[config.mk]
export PLATFORM = sky130hd
export DESIGN_NAME = dma_rx_chan
export DESIGN_NICKNAME = d
export VERILOG_FILES = /design/src/rtl/dma_rx_pkg.sv /design/src/rtl/dma_desc_ram.sv /design/src/rtl/dma_free_ctr.sv /design/src/rtl/dma_rx_chan.sv
export SDC_FILE = /design/constraint.sdc
export NUM_CORES = 2
export LEC_CHECK = 0
export BUFFER_PORTS_ARGS = -buffer_cell sky130_fd_sc_hd__buf_4
export CAP_MARGIN = 25
export CELL_PAD_IN_SITES_DETAIL_PLACEMENT = 2
export CELL_PAD_IN_SITES_GLOBAL_PLACEMENT = 2
export CORE_MARGIN = 3
export CORE_UTILIZATION = 48
export DETAILED_ROUTE_END_ITERATION = 10
export GPL_ROUTABILITY_DRIVEN = 1
export HOLD_SLACK_MARGIN = 0.02
export PLACE_DENSITY_LB_ADDON = 0.12
export SLEW_MARGIN = 20
export SYNTH_ARGS = -nofsm -noshare
export SYNTH_HDL_FRONTEND = slang
export SYNTH_SLANG_ARGS = --single-unit
[constraint.sdc]
create_clock -name clk -period 4.9 [get_ports clk]
set_input_delay 0.49 -clock clk [delete_from_list [all_inputs] [get_ports clk]]
set_output_delay 0.49 -clock clk [all_outputs]
set_load 0.1 [all_outputs]
[src/rtl/dma_rx_pkg.sv]
package dma_rx_pkg;
    typedef enum logic [1:0] {
        ST_IDLE  = 2'd0,
        ST_FETCH = 2'd1,
        ST_READY = 2'd2,
        ST_RECV  = 2'd3
    } dma_st_e;

    localparam int MODE_SOP   = 31;
    localparam int MODE_EOP   = 30;
    localparam int MODE_OWN   = 29;
    localparam int MODE_EOQ   = 28;

    localparam logic [2:0] RG_HEAD = 3'd0;
    localparam logic [2:0] RG_ACK  = 3'd1;
    localparam logic [2:0] RG_FREE = 3'd2;
    localparam logic [2:0] RG_CTRL = 3'd3;
    localparam logic [2:0] RG_SRST = 3'd4;
    localparam logic [2:0] RG_OVR  = 3'd5;
endpackage

[src/rtl/dma_desc_ram.sv]
module dma_desc_ram #(
    parameter int NDESC = 16,
    parameter int LEN_W = 11,
    localparam int IDX_W = $clog2(NDESC),
    localparam int WA_W  = IDX_W + 2
) (
    input  logic             clk,
    input  logic             cpu_we,
    input  logic [WA_W-1:0]  cpu_word,
    input  logic [31:0]      cpu_wdata,
    output logic [31:0]      cpu_rdata,
    input  logic [IDX_W-1:0] eng_idx,
    output logic [IDX_W-1:0] eng_next,
    output logic [31:0]      eng_buf,
    output logic [LEN_W-1:0] eng_len,
    output logic             eng_own,
    input  logic             eng_we,
    input  logic [31:0]      eng_wdata
);
    logic [31:0] mem [NDESC*4];
    logic [WA_W-1:0] eng_mode_word;
    logic [31:0] w0, w2, w3;

    assign eng_mode_word = {eng_idx, 2'd3};
    assign cpu_rdata = mem[cpu_word];
    assign w0 = mem[{eng_idx, 2'd0}];
    assign eng_buf = mem[{eng_idx, 2'd1}];
    assign w2 = mem[{eng_idx, 2'd2}];
    assign w3 = mem[eng_mode_word];
    assign eng_next = w0[IDX_W-1:0];
    assign eng_len = w2[LEN_W-1:0];
    assign eng_own = w3[dma_rx_pkg::MODE_OWN];

    // The engine's status writeback wins over a software write to the same word.
    always_ff @(posedge clk) begin
        if (cpu_we && !(eng_we && cpu_word == eng_mode_word))
            mem[cpu_word] <= cpu_wdata;
        if (eng_we)
            mem[eng_mode_word] <= eng_wdata;
    end
endmodule

[src/rtl/dma_free_ctr.sv]
module dma_free_ctr #(
    parameter int W = 16
) (
    input  logic         clk,
    input  logic         rst_n,
    input  logic         clr,
    input  logic         add_en,
    input  logic [W-1:0] add_val,
    input  logic         dec,
    output logic [W-1:0] cnt
);
    logic [W-1:0] cnt_d, cnt_q;

    always_comb begin
        cnt_d = cnt_q;
        if (add_en) cnt_d = cnt_d + add_val;
        if (dec)    cnt_d = cnt_d - W'(1);
        if (clr)    cnt_d = '0;
    end

    always_ff @(posedge clk or negedge rst_n) begin
        if (!rst_n) cnt_q <= '0;
        else        cnt_q <= cnt_d;
    end

    assign cnt = cnt_q;

    a_r7_dec_only_when_nonzero: assert property (@(posedge clk) disable iff (!rst_n)
        (dec && !add_en) |-> (cnt_q != '0));
endmodule

[src/rtl/dma_rx_chan.sv]
module dma_rx_chan #(
    parameter int NDESC  = 16,
    parameter int LEN_W  = 11,
    parameter int FREE_W = 16,
    parameter int OVR_W  = 16,
    localparam int IDX_W = $clog2(NDESC),
    localparam int AW    = IDX_W + 3
) (
    input  logic          clk,
    input  logic          rst_n,
    input  logic          cpu_we,
    input  logic [AW-1:0] cpu_addr,
    input  logic [31:0]   cpu_wdata,
    output logic [31:0]   cpu_rdata,
    input  logic          in_valid,
    input  logic [7:0]    in_data,
    input  logic          in_last,
    output logic          mem_we,
    output logic [31:0]   mem_addr,
    output logic [7:0]    mem_wdata
);
    import dma_rx_pkg::*;

    typedef struct packed {
        dma_st_e          st;
        logic [IDX_W-1:0] head;
        logic [IDX_W-1:0] nxt;
        logic [31:0]      ack;
        logic             en;
        logic [31:0]      bufp;
        logic [LEN_W-1:0] len;
        logic [LEN_W-1:0] wcnt;
        logic             drop;
        logic [OVR_W-1:0] ovr;
    } chan_t;

    chan_t d, q;

    logic             reg_sel, reg_we, ram_we;
    logic [2:0]       reg_idx;
    logic [31:0]      ram_rdata;
    logic [IDX_W-1:0] f_next;
    logic [31:0]      f_buf;
    logic [LEN_W-1:0] f_len;
    logic             f_own;
    logic             eng_we;
    logic [31:0]      eng_wdata;
    logic [FREE_W-1:0] free_cnt;
    logic             fc_clr, fc_add, fc_dec;
    logic             first, take;
    logic [LEN_W-1:0] cnt_base, cnt_nxt;

    assign reg_sel = cpu_addr[AW-1];
    assign reg_idx = cpu_addr[2:0];
    assign reg_we  = cpu_we && reg_sel;
    assign ram_we  = cpu_we && !reg_sel;

    dma_desc_ram #(.NDESC(NDESC), .LEN_W(LEN_W)) u_ram (
        .clk(clk), .cpu_we(ram_we), .cpu_word(cpu_addr[AW-2:0]),
        .cpu_wdata(cpu_wdata), .cpu_rdata(ram_rdata),
        .eng_idx(q.head), .eng_next(f_next), .eng_buf(f_buf),
        .eng_len(f_len), .eng_own(f_own),
        .eng_we(eng_we), .eng_wdata(eng_wdata)
    );

    dma_free_ctr #(.W(FREE_W)) u_free (
        .clk(clk), .rst_n(rst_n), .clr(fc_clr), .add_en(fc_add),
        .add_val(cpu_wdata[FREE_W-1:0]), .dec(fc_dec), .cnt(free_cnt)
    );

    always_comb begin
        d         = q;
        eng_we    = 1'b0;
        eng_wdata = '0;
        mem_we    = 1'b0;
        mem_wdata = in_data;
        fc_dec    = 1'b0;
        fc_add    = 1'b0;
        fc_clr    = 1'b0;
        first     = in_valid && (q.st != ST_RECV) && !q.drop;
        take      = first && (q.st == ST_READY) && q.en && (free_cnt != '0);
        cnt_base  = take ? '0 : q.wcnt;
        mem_addr  = q.bufp + 32'(cnt_base);
        cnt_nxt   = cnt_base;

        case (q.st)
            ST_IDLE:  if (q.head != '0 && q.en) d.st = ST_FETCH;
            ST_FETCH: begin
                if (f_own && q.head != '0) begin
                    d.st   = ST_READY;
                    d.bufp = f_buf;
                    d.len  = f_len;
                    d.nxt  = f_next;
                end else begin
                    d.st   = ST_IDLE;
                    d.head = '0;
                end
            end
            default: ;
        endcase

        if (in_valid) begin
            if (take || q.st == ST_RECV) begin
                fc_dec = take;
                if (cnt_base < q.len) begin
                    mem_we  = 1'b1;
                    cnt_nxt = cnt_base + LEN_W'(1);
                end
                d.wcnt = cnt_nxt;
                if (in_last) begin
                    eng_we    = 1'b1;
                    eng_wdata = 32'(cnt_nxt);
                    eng_wdata[MODE_SOP] = 1'b1;
                    eng_wdata[MODE_EOP] = 1'b1;
                    eng_wdata[MODE_EOQ] = (q.nxt == '0);
                    d.head = q.nxt;
                    d.wcnt = '0;
                    d.st   = (q.nxt == '0) ? ST_IDLE : ST_FETCH;
                end else begin
                    d.st = ST_RECV;
                end
            end else begin
                if (first) d.ovr = q.ovr + OVR_W'(1);
                d.drop = !in_last;
            end
        end

        if (reg_we) begin
            case (reg_idx)
                RG_HEAD: if (q.st == ST_IDLE) d.head = cpu_wdata[IDX_W-1:0];
                RG_ACK:  d.ack = cpu_wdata;
                RG_FREE: fc_add = 1'b1;
                RG_CTRL: d.en = cpu_wdata[0];
                RG_SRST: if (cpu_wdata[0]) begin
                    d      = '0;
                    d.en   = q.en;
                    fc_clr = 1'b1;
                end
                default: ;
            endcase
        end
    end

    always_ff @(posedge clk or negedge rst_n) begin
        if (!rst_n) q <= '0;
        else        q <= d;
    end

    always_comb begin
        if (!reg_sel) cpu_rdata = ram_rdata;
        else begin
            case (reg_idx)
                RG_HEAD: cpu_rdata = 32'(q.head);
                RG_ACK:  cpu_rdata = q.ack;
                RG_FREE: cpu_rdata = 32'(free_cnt);
                RG_CTRL: cpu_rdata = 32'(q.en);
                RG_OVR:  cpu_rdata = 32'(q.ovr);
                default: cpu_rdata = '0;
            endcase
        end
    end

    logic srst_hit;
    assign srst_hit = reg_we && reg_idx == RG_SRST && cpu_wdata[0];

    a_r9_write_inside_buffer: assert property (@(posedge clk) disable iff (!rst_n)
        mem_we |-> ((mem_addr - q.bufp) < 32'(q.len)));
    a_r3_writeback_releases: assert property (@(posedge clk) disable iff (!rst_n)
        eng_we |-> (!eng_wdata[MODE_OWN] && eng_wdata[MODE_SOP] && eng_wdata[MODE_EOP]));
    a_r4_eoq_goes_idle: assert property (@(posedge clk) disable iff (!rst_n)
        (eng_we && eng_wdata[MODE_EOQ] && !srst_hit) |=> (q.st == ST_IDLE && q.head == '0));
    a_r8_overrun_step: assert property (@(posedge clk) disable iff (!rst_n)
        !srst_hit |=> (q.ovr == $past(q.ovr) || q.ovr == $past(q.ovr) + OVR_W'(1)));
    a_r8_no_write_when_dropping: assert property (@(posedge clk) disable iff (!rst_n)
        q.drop |-> !mem_we);
    a_r10_head_held_busy: assert property (@(posedge clk) disable iff (!rst_n)
        ((q.st == ST_READY || q.st == ST_RECV) && reg_we && reg_idx == RG_HEAD
         && !eng_we && !srst_hit) |=> $stable(q.head));
endmodule

# Word-level counts from Yosys, hierarchy flattened
# Memory sizes are Yosys's and may differ from the RTL's.
# Index checks and enable logic that the tools add are counted.
word_totals:
  elab_cells: 108
  out_inout_bits: 73
  reg_bits: 130
  mem_count: 1
  ram_bits: 2048
  inputBits: 52
classes:
  n_reduce_logical: 24
  n_eq_ne: 11
  addsub: 5
  muxes: 54
  magnitude_cmp: 1
  bitwise: 1
mem_list:
  columns: ["name", "depth", "word_bits", "read_ports", "rd_clocked_by_memory_dff", "write_ports", "line", "text"]
  rows:
  - ["u_ram.mem", 64, 32, 5, 0, 2, "dma_desc_ram.sv:20", "logic [31:0] mem [NDESC*4];"]
ops:
  columns: ["cell", "count"]
  rows:
  - ["114-bit 2-to-1 mux", 2]
  - ["32-bit case mux with 5 select lines", 1]
  - ["32-bit 2-to-1 mux", 4]
  - ["43-bit 2-to-1 mux", 2]
  - ["71-bit 2-to-1 mux", 1]
  - ["16-bit 2-to-1 mux", 4]
  - ["32-bit case mux with 2 select lines", 1]
  - ["11-bit 2-to-1 mux", 4]
  - ["32-bit by 11-bit adder with 32-bit output", 1]
  - ["28-bit 2-to-1 mux", 1]
  - ["4-bit 2-to-1 mux", 5]
  - ["1-bit 2-to-1 mux", 18]
  - ["17-bit 2-to-1 mux", 1]
  - ["16-bit by 1-bit adder with 16-bit output, second input constant", 1]
  - ["16-bit adder", 1]
  - ["16-bit nonzero test", 1]
  - ["16-bit by 1-bit subtractor with 16-bit output, second input constant", 1]
  - ["6-bit 2-to-1 mux", 2]
  - ["11-bit by 1-bit adder with 11-bit output, second input constant", 1]
  - ["1-bit logical AND", 11]
  - ["11-bit < comparator", 1]
  - ["2-bit 2-to-1 mux", 4]
  - ["8-bit 2-to-1 mux", 1]
  - ["4-bit case mux with 2 select lines", 1]
  - ["other kinds (18)", 26]

# Logic depth before layout (Yosys ltp)
depth:
  depth_word: 15
  depth_mapped: 16
  depth_no_buf: 15

# Modules after synthesis
# A second synthesis with hierarchy kept.
hier_totals:
  hier_cells: 6470
  area_unflattened_um2: 99170.1
by_module_without_submodules:
  columns: ["module", "cells_each", "seq_area_each_um2", "area_per_inst_um2", "n_inst"]
  rows:
  - ["dma_desc_ram", 5379, 61499.0, 90085.1, 1]
  - ["dma_rx_chan", 880, 2852.7, 7308.3, 1]
  - ["dma_free_ctr", 211, 400.4, 1776.7, 1]

# Worst setup path after synthesis
# Ideal clock, no wire load.
synth_timing:
  path_type: "input to output"
  startpoint: "in cpu_addr[0]"
  endpoint: "out cpu_rdata[27]"
  required_ns: 4.410
  stages: 10
  slack_ns: -0.145
  t_arrival_ns: 4.555
  path_buffers: 5
  cell_sequence: "buf_2 > buf_2 > buf_2 > buf_1 > buf_1 > mux4_2 > mux2i_1 > o22ai_1 > a211oi_1 > o21ai_0"
synth_via:
  elab_chain_cells: 3
  elab_cells_between_ends: 8
  cone_classes: "eq/ne (4); mux (2); reduce/logical (1); memory (1)"
synth_lines:
  columns: ["item", "line", "text"]
  rows:
  - ["start, declared", "dma_rx_chan.sv:12", "input logic [AW-1:0] cpu_addr,"]
  - ["parallel branches: the longest is 2 deep, another holds memory read 64 x 32 bit", null, null]
  - ["32-bit 2-to-1 mux *", "dma_rx_chan.sv:150", "if (!reg_sel) cpu_rdata = ram_rdata;"]
  - ["end, declared", "dma_rx_chan.sv:14", "output logic [31:0] cpu_rdata,"]
# Mark *: on every way between the ends.

# Final worst setup path
layout_timing:
  startpoint: "reg u_free.cnt_q[0] (netlist: u_free.cnt[0])"
  endpoint: "out mem_addr[27]"
layout_via:
  elab_chain_cells: 4
layout_lines:
  columns: ["item", "line", "text"]
  rows:
  - ["start, declared", "dma_free_ctr.sv:12", "logic [W-1:0] cnt_d, cnt_q;"]
  - ["start signal, assigned", "dma_free_ctr.sv:23", "else cnt_q <= cnt_d;"]
  - ["16-bit nonzero test", "dma_rx_chan.sv:81", "take = first && (q.st == ST_READY) && q.en && (free_cnt != '0);"]
  - ["1-bit logical AND", "dma_rx_chan.sv:81", null]
  - ["11-bit 2-to-1 mux", "dma_rx_chan.sv:82", "cnt_base = take ? '0 : q.wcnt;"]
  - ["32-bit by 11-bit adder with 32-bit output", "dma_rx_chan.sv:83", "mem_addr = q.bufp + 32'(cnt_base);"]
  - ["end, declared", "dma_rx_chan.sv:19", "output logic [31:0] mem_addr,"]
# No other way between the ends.

==> results.sh <==
export IMPL_final_common_cell="edfxtp_1"
export IMPL_io_pins=125
export IMPL_worstSetupStartpointType="flip-flop"
export IMPL_yosys_area_share_simple=0.0548
export IMPL_cp_end_kind="output port"
export IMPL_fmaxAchievable_mhz=206
export IMPL_cp_common_cell="nand4_1"
export IMPL_rr_startpoint="u_free.cnt[0]$_DFF_PN0_"
export IMPL_postLayoutCoreUtil=0.564
export IMPL_remaining_drc_errors=0
export IMPL_netlist_top_cells_area="edfxtp_1 55%, mux4_2 19%, dfxtp_1 6.0%"
export IMPL_top_layer="met5"
export IMPL_p_leak_nw=37.1
export IMPL_fp_row_count=163
export IMPL_clockBufferDepth=3
export IMPL_place_hpwl_um=268000
export IMPL_first_global_vias=68500
export IMPL_m1WireLength_um=148000
export IMPL_fin_crit_sh=0.989
export IMPL_rsz0062_at_grt="yes"
export IMPL_synth_xor_area_share=0.00702
export IMPL_outcome="completed"
export IMPL_cts_root_buffer="clkbuf_16"
export IMPL_irDropWorstVdd_mv=0.599
export IMPL_ant_nets=0
export IMPL_portBuffers=108
export IMPL_cp_required_ps=4410
export IMPL_async_flop_share=0.0597
export IMPL_syn_inst=5875
export IMPL_cp_cell_sequence="nor4_4 -> nand4_1 -> buf_6 -> and3_1 -> nor2_2 -> buf_4 -> ha_2 -> nand2_1 -> o21ai_2 -> nand4_1 -> a31o_2 -> nor2b_4 -> buf_12 -> nand4_1 -> xnor2_2 -> buf_8"
export IMPL_crit_arrival_ps=4360
export IMPL_dieHeight_um=453
export IMPL_muxShareOfSynthArea=0.213
export IMPL_first_pass_iters=6
export IMPL_vias=66700
export IMPL_cts_buffers_inserted=226
export IMPL_slowest_stage="dfrtp_1"
export IMPL_drt_iter0_drc=10800
export IMPL_min_from="in_valid"
export IMPL_fin_worst_skew_ps=93.6
export IMPL_fin_nets=6235
export IMPL_met2WireLength_um=194000
export IMPL_cp_top_family="simple AND/OR/NAND/NOR gates"
export IMPL_worstReg2RegEnd="u_ram.mem[43][10]$_DFFE_PP_"
export IMPL_area_delta_synth_final_pct=16.3
export IMPL_hold_path_class="in2reg"
export IMPL_gp_congestion=0.897
export IMPL_whs_endpoint="q[16]$_DFF_PN0_"
export IMPL_synth_top_area_cell="edfxtp_1"
export IMPL_synth_area_um2=96000
export IMPL_die_area_um2=205000
export IMPL_clk_pin_slew_ps=60
export IMPL_syn_area_per_cell_um2=16.3
export IMPL_cp_num_cells=16
export IMPL_clock_sinks=2178
export IMPL_syn_nets=5968
export IMPL_hold_violations=0
export IMPL_netlist_area_leader_share=0.550
export IMPL_synth_seq_cells=2178
export IMPL_maxSlewHeadroom=0.262
export IMPL_crit_type="reg2out"
export IMPL_min_path_cells=4
export IMPL_yosys_most_used_dff="edfxtp_1"
export IMPL_yosysUniqueCellTypes=78
export IMPL_r2r_slack_ps=190
export IMPL_cp_num_buf_inv=4
export IMPL_r2r_cells=15
export IMPL_powerDensity_nw_per_um2=462
export IMPL_drive_gt1_frac=0.298
export IMPL_worst_pin_slew_ps=1100
export IMPL_initial_core_util=0.485
export IMPL_synth_edf_count=1760
export IMPL_synth_top_family_by_area="multiplexers"
export IMPL_grt_first_pass_wirelength_um=592000
export IMPL_cp_startpoint="u_free.cnt[0]$_DFF_PN0_"
export IMPL_synth_warnings=0
export IMPL_htreeDepth=4
export IMPL_fillers=16700
export IMPL_grt_antenna_before_repair=23
export IMPL_tns_ps=0
export IMPL_grt_max_degree=92
export IMPL_wl_um=434000
export IMPL_synth_compound_area_frac=0.0529
export IMPL_yosysSeqAreaShare=0.644
export IMPL_wire_per_inst_um=48.2
export IMPL_vias_per_cell=7.41
export IMPL_cap_viol_max_count=0
export IMPL_maxSlewViolCount=0
export IMPL_die_x_um=453
export IMPL_grt_usage=0.422
export IMPL_fp_coreArea_um2=198000
export IMPL_synth_fa_ha_area_frac=0.00550
export IMPL_layout_common_cells="1,760 x edfxtp_1, 825 x mux4_2, 816 x nand2_1"
export IMPL_worstPathMaxFanout=9
export IMPL_setup_viol=0
export IMPL_dr_wl_met3_um=53400
export IMPL_post_route_min_period_ps=4850
export IMPL_grt_ovfl_total=0
export IMPL_clock_latency_ps=940
export IMPL_slowest_delay_ps=410
export IMPL_tritoncts="done"
[cell families (layout without fill, tap and decap cells)]
group / count (synthesis) / in the layout
adders and majority gates: 41 / 41
muxes: 1013 / 1013
DFF: 2178 / 2178
AOI/OAI and AO/OA: 790 / 790
and+or+nand+nor: 1252 / 1252
xor gates and xnor gates: 74 / 74
buffers and inverters: 527 / 991
other: 0 / 14
[cell usage after synthesis, types with 5 or more instances]
cell type	n
edfxtp_1	1760
a21oi_1	56
mux2_2	9
dfxtp_1	288
and2_1	9
buf_4	14
nor2b_1	6
nand3b_1	5
xnor2_1	47
or2_0	11
and4_1	5
o22ai_1	68
buf_1	80
nor3_1	22
and3_1	20
clkbuf_1	322
nor3b_1	5
o21ai_0	374
a22o_1	187
dfrtp_1	130
nand2_1	821
a211oi_1	20
a31oi_1	7
mux4_2	825
o21bai_1	5
xor2_1	25
nor2_1	211
mux2i_1	179
ha_1	39
buf_2	79
nor4_1	13
a21o_1	13
inv_1	31
or3_1	13
o2bb2ai_1	5
a221oi_1	7
nand3_1	54
a311oi_1	8
nand4_1	28
[sequential cells by signal, summed over array words and instances, names as in the netlist]
register    cells
q             114
u_free.cnt     16
u_ram.mem    2048
[cell type report]
cell class / instances / area, µm² / area share
timing repair buffer: 535 / 5710 / 0.0512
clock buffer: 301 / 6210 / 0.0556
clock inverter: 124 / 1430 / 0.0128
tap: 2640 / 3300 / 0.0296
inverter: 31 / 120 / 0.00108
antenna: 14 / 35.0 / 0.000314
multi-input combinational: 3170 / 33000 / 0.295
sequential: 2178 / 61900 / 0.554
[report_power, final]
group,leakage [nW],switching [mW],internal (mW)
combinational,13.4,7.89,4.19
clock,3.75,7.87,10.2
sequential,19.9,0.812,20.6
total,37.1,16.6,35.0
[through the flow]
step	cells	cell area [µm²]	power (mW)	worst slack (ps)	hold WS, ps
6_report	8993	112000	51.6	53.1	96.0
5_1_grt	8980	112000	52.7	-96.4	73.7
4_1_cts	8973	111000	51.2	6.77	26.7
3_5_place_dp	8542	104000	33.3	-17.0	455
3_3_place_gp	8542	104000	32.9	127	441
2_1_floorplan	5875	96100	28.4	25.1	194
[layer usage]
metal	global-route usage	vias up
li1	-	23900
met1	0.531	35500
met2	0.632	5744
met3	0.120	1518
met4	0.298	12
met5	0.000233	-
[how the worst max path moves through the flow]
stage	to	slack (ps)
floorplan	mem_addr[22]	30
global placement	u_ram.mem[11][10]$_DFFE_PP_	130
detailed placement	u_ram.mem[43][10]$_DFFE_PP_	-20
CTS	mem_addr[24]	7
global route	mem_addr[27]	-100
finish	mem_addr[27]	50
[tightest hold or removal path: cells and delay by family]
family                 cells  cell delay (ps)
muxes                      1               80
buffers and inverters      1              140
and+or+nand+nor            2              190
[what timing repair did]
action | 4_1_cts | 5_1_grt
pin swaps | 11 | 13
endpoints found under the hold margin | 78 | 12
endpoints found under the setup margin | 23 | 26
gates resized for setup | 32 | 38
setup buffers | 3 | 3
hold buffers | 3 | 1
(Power assumes the default switching activity.)
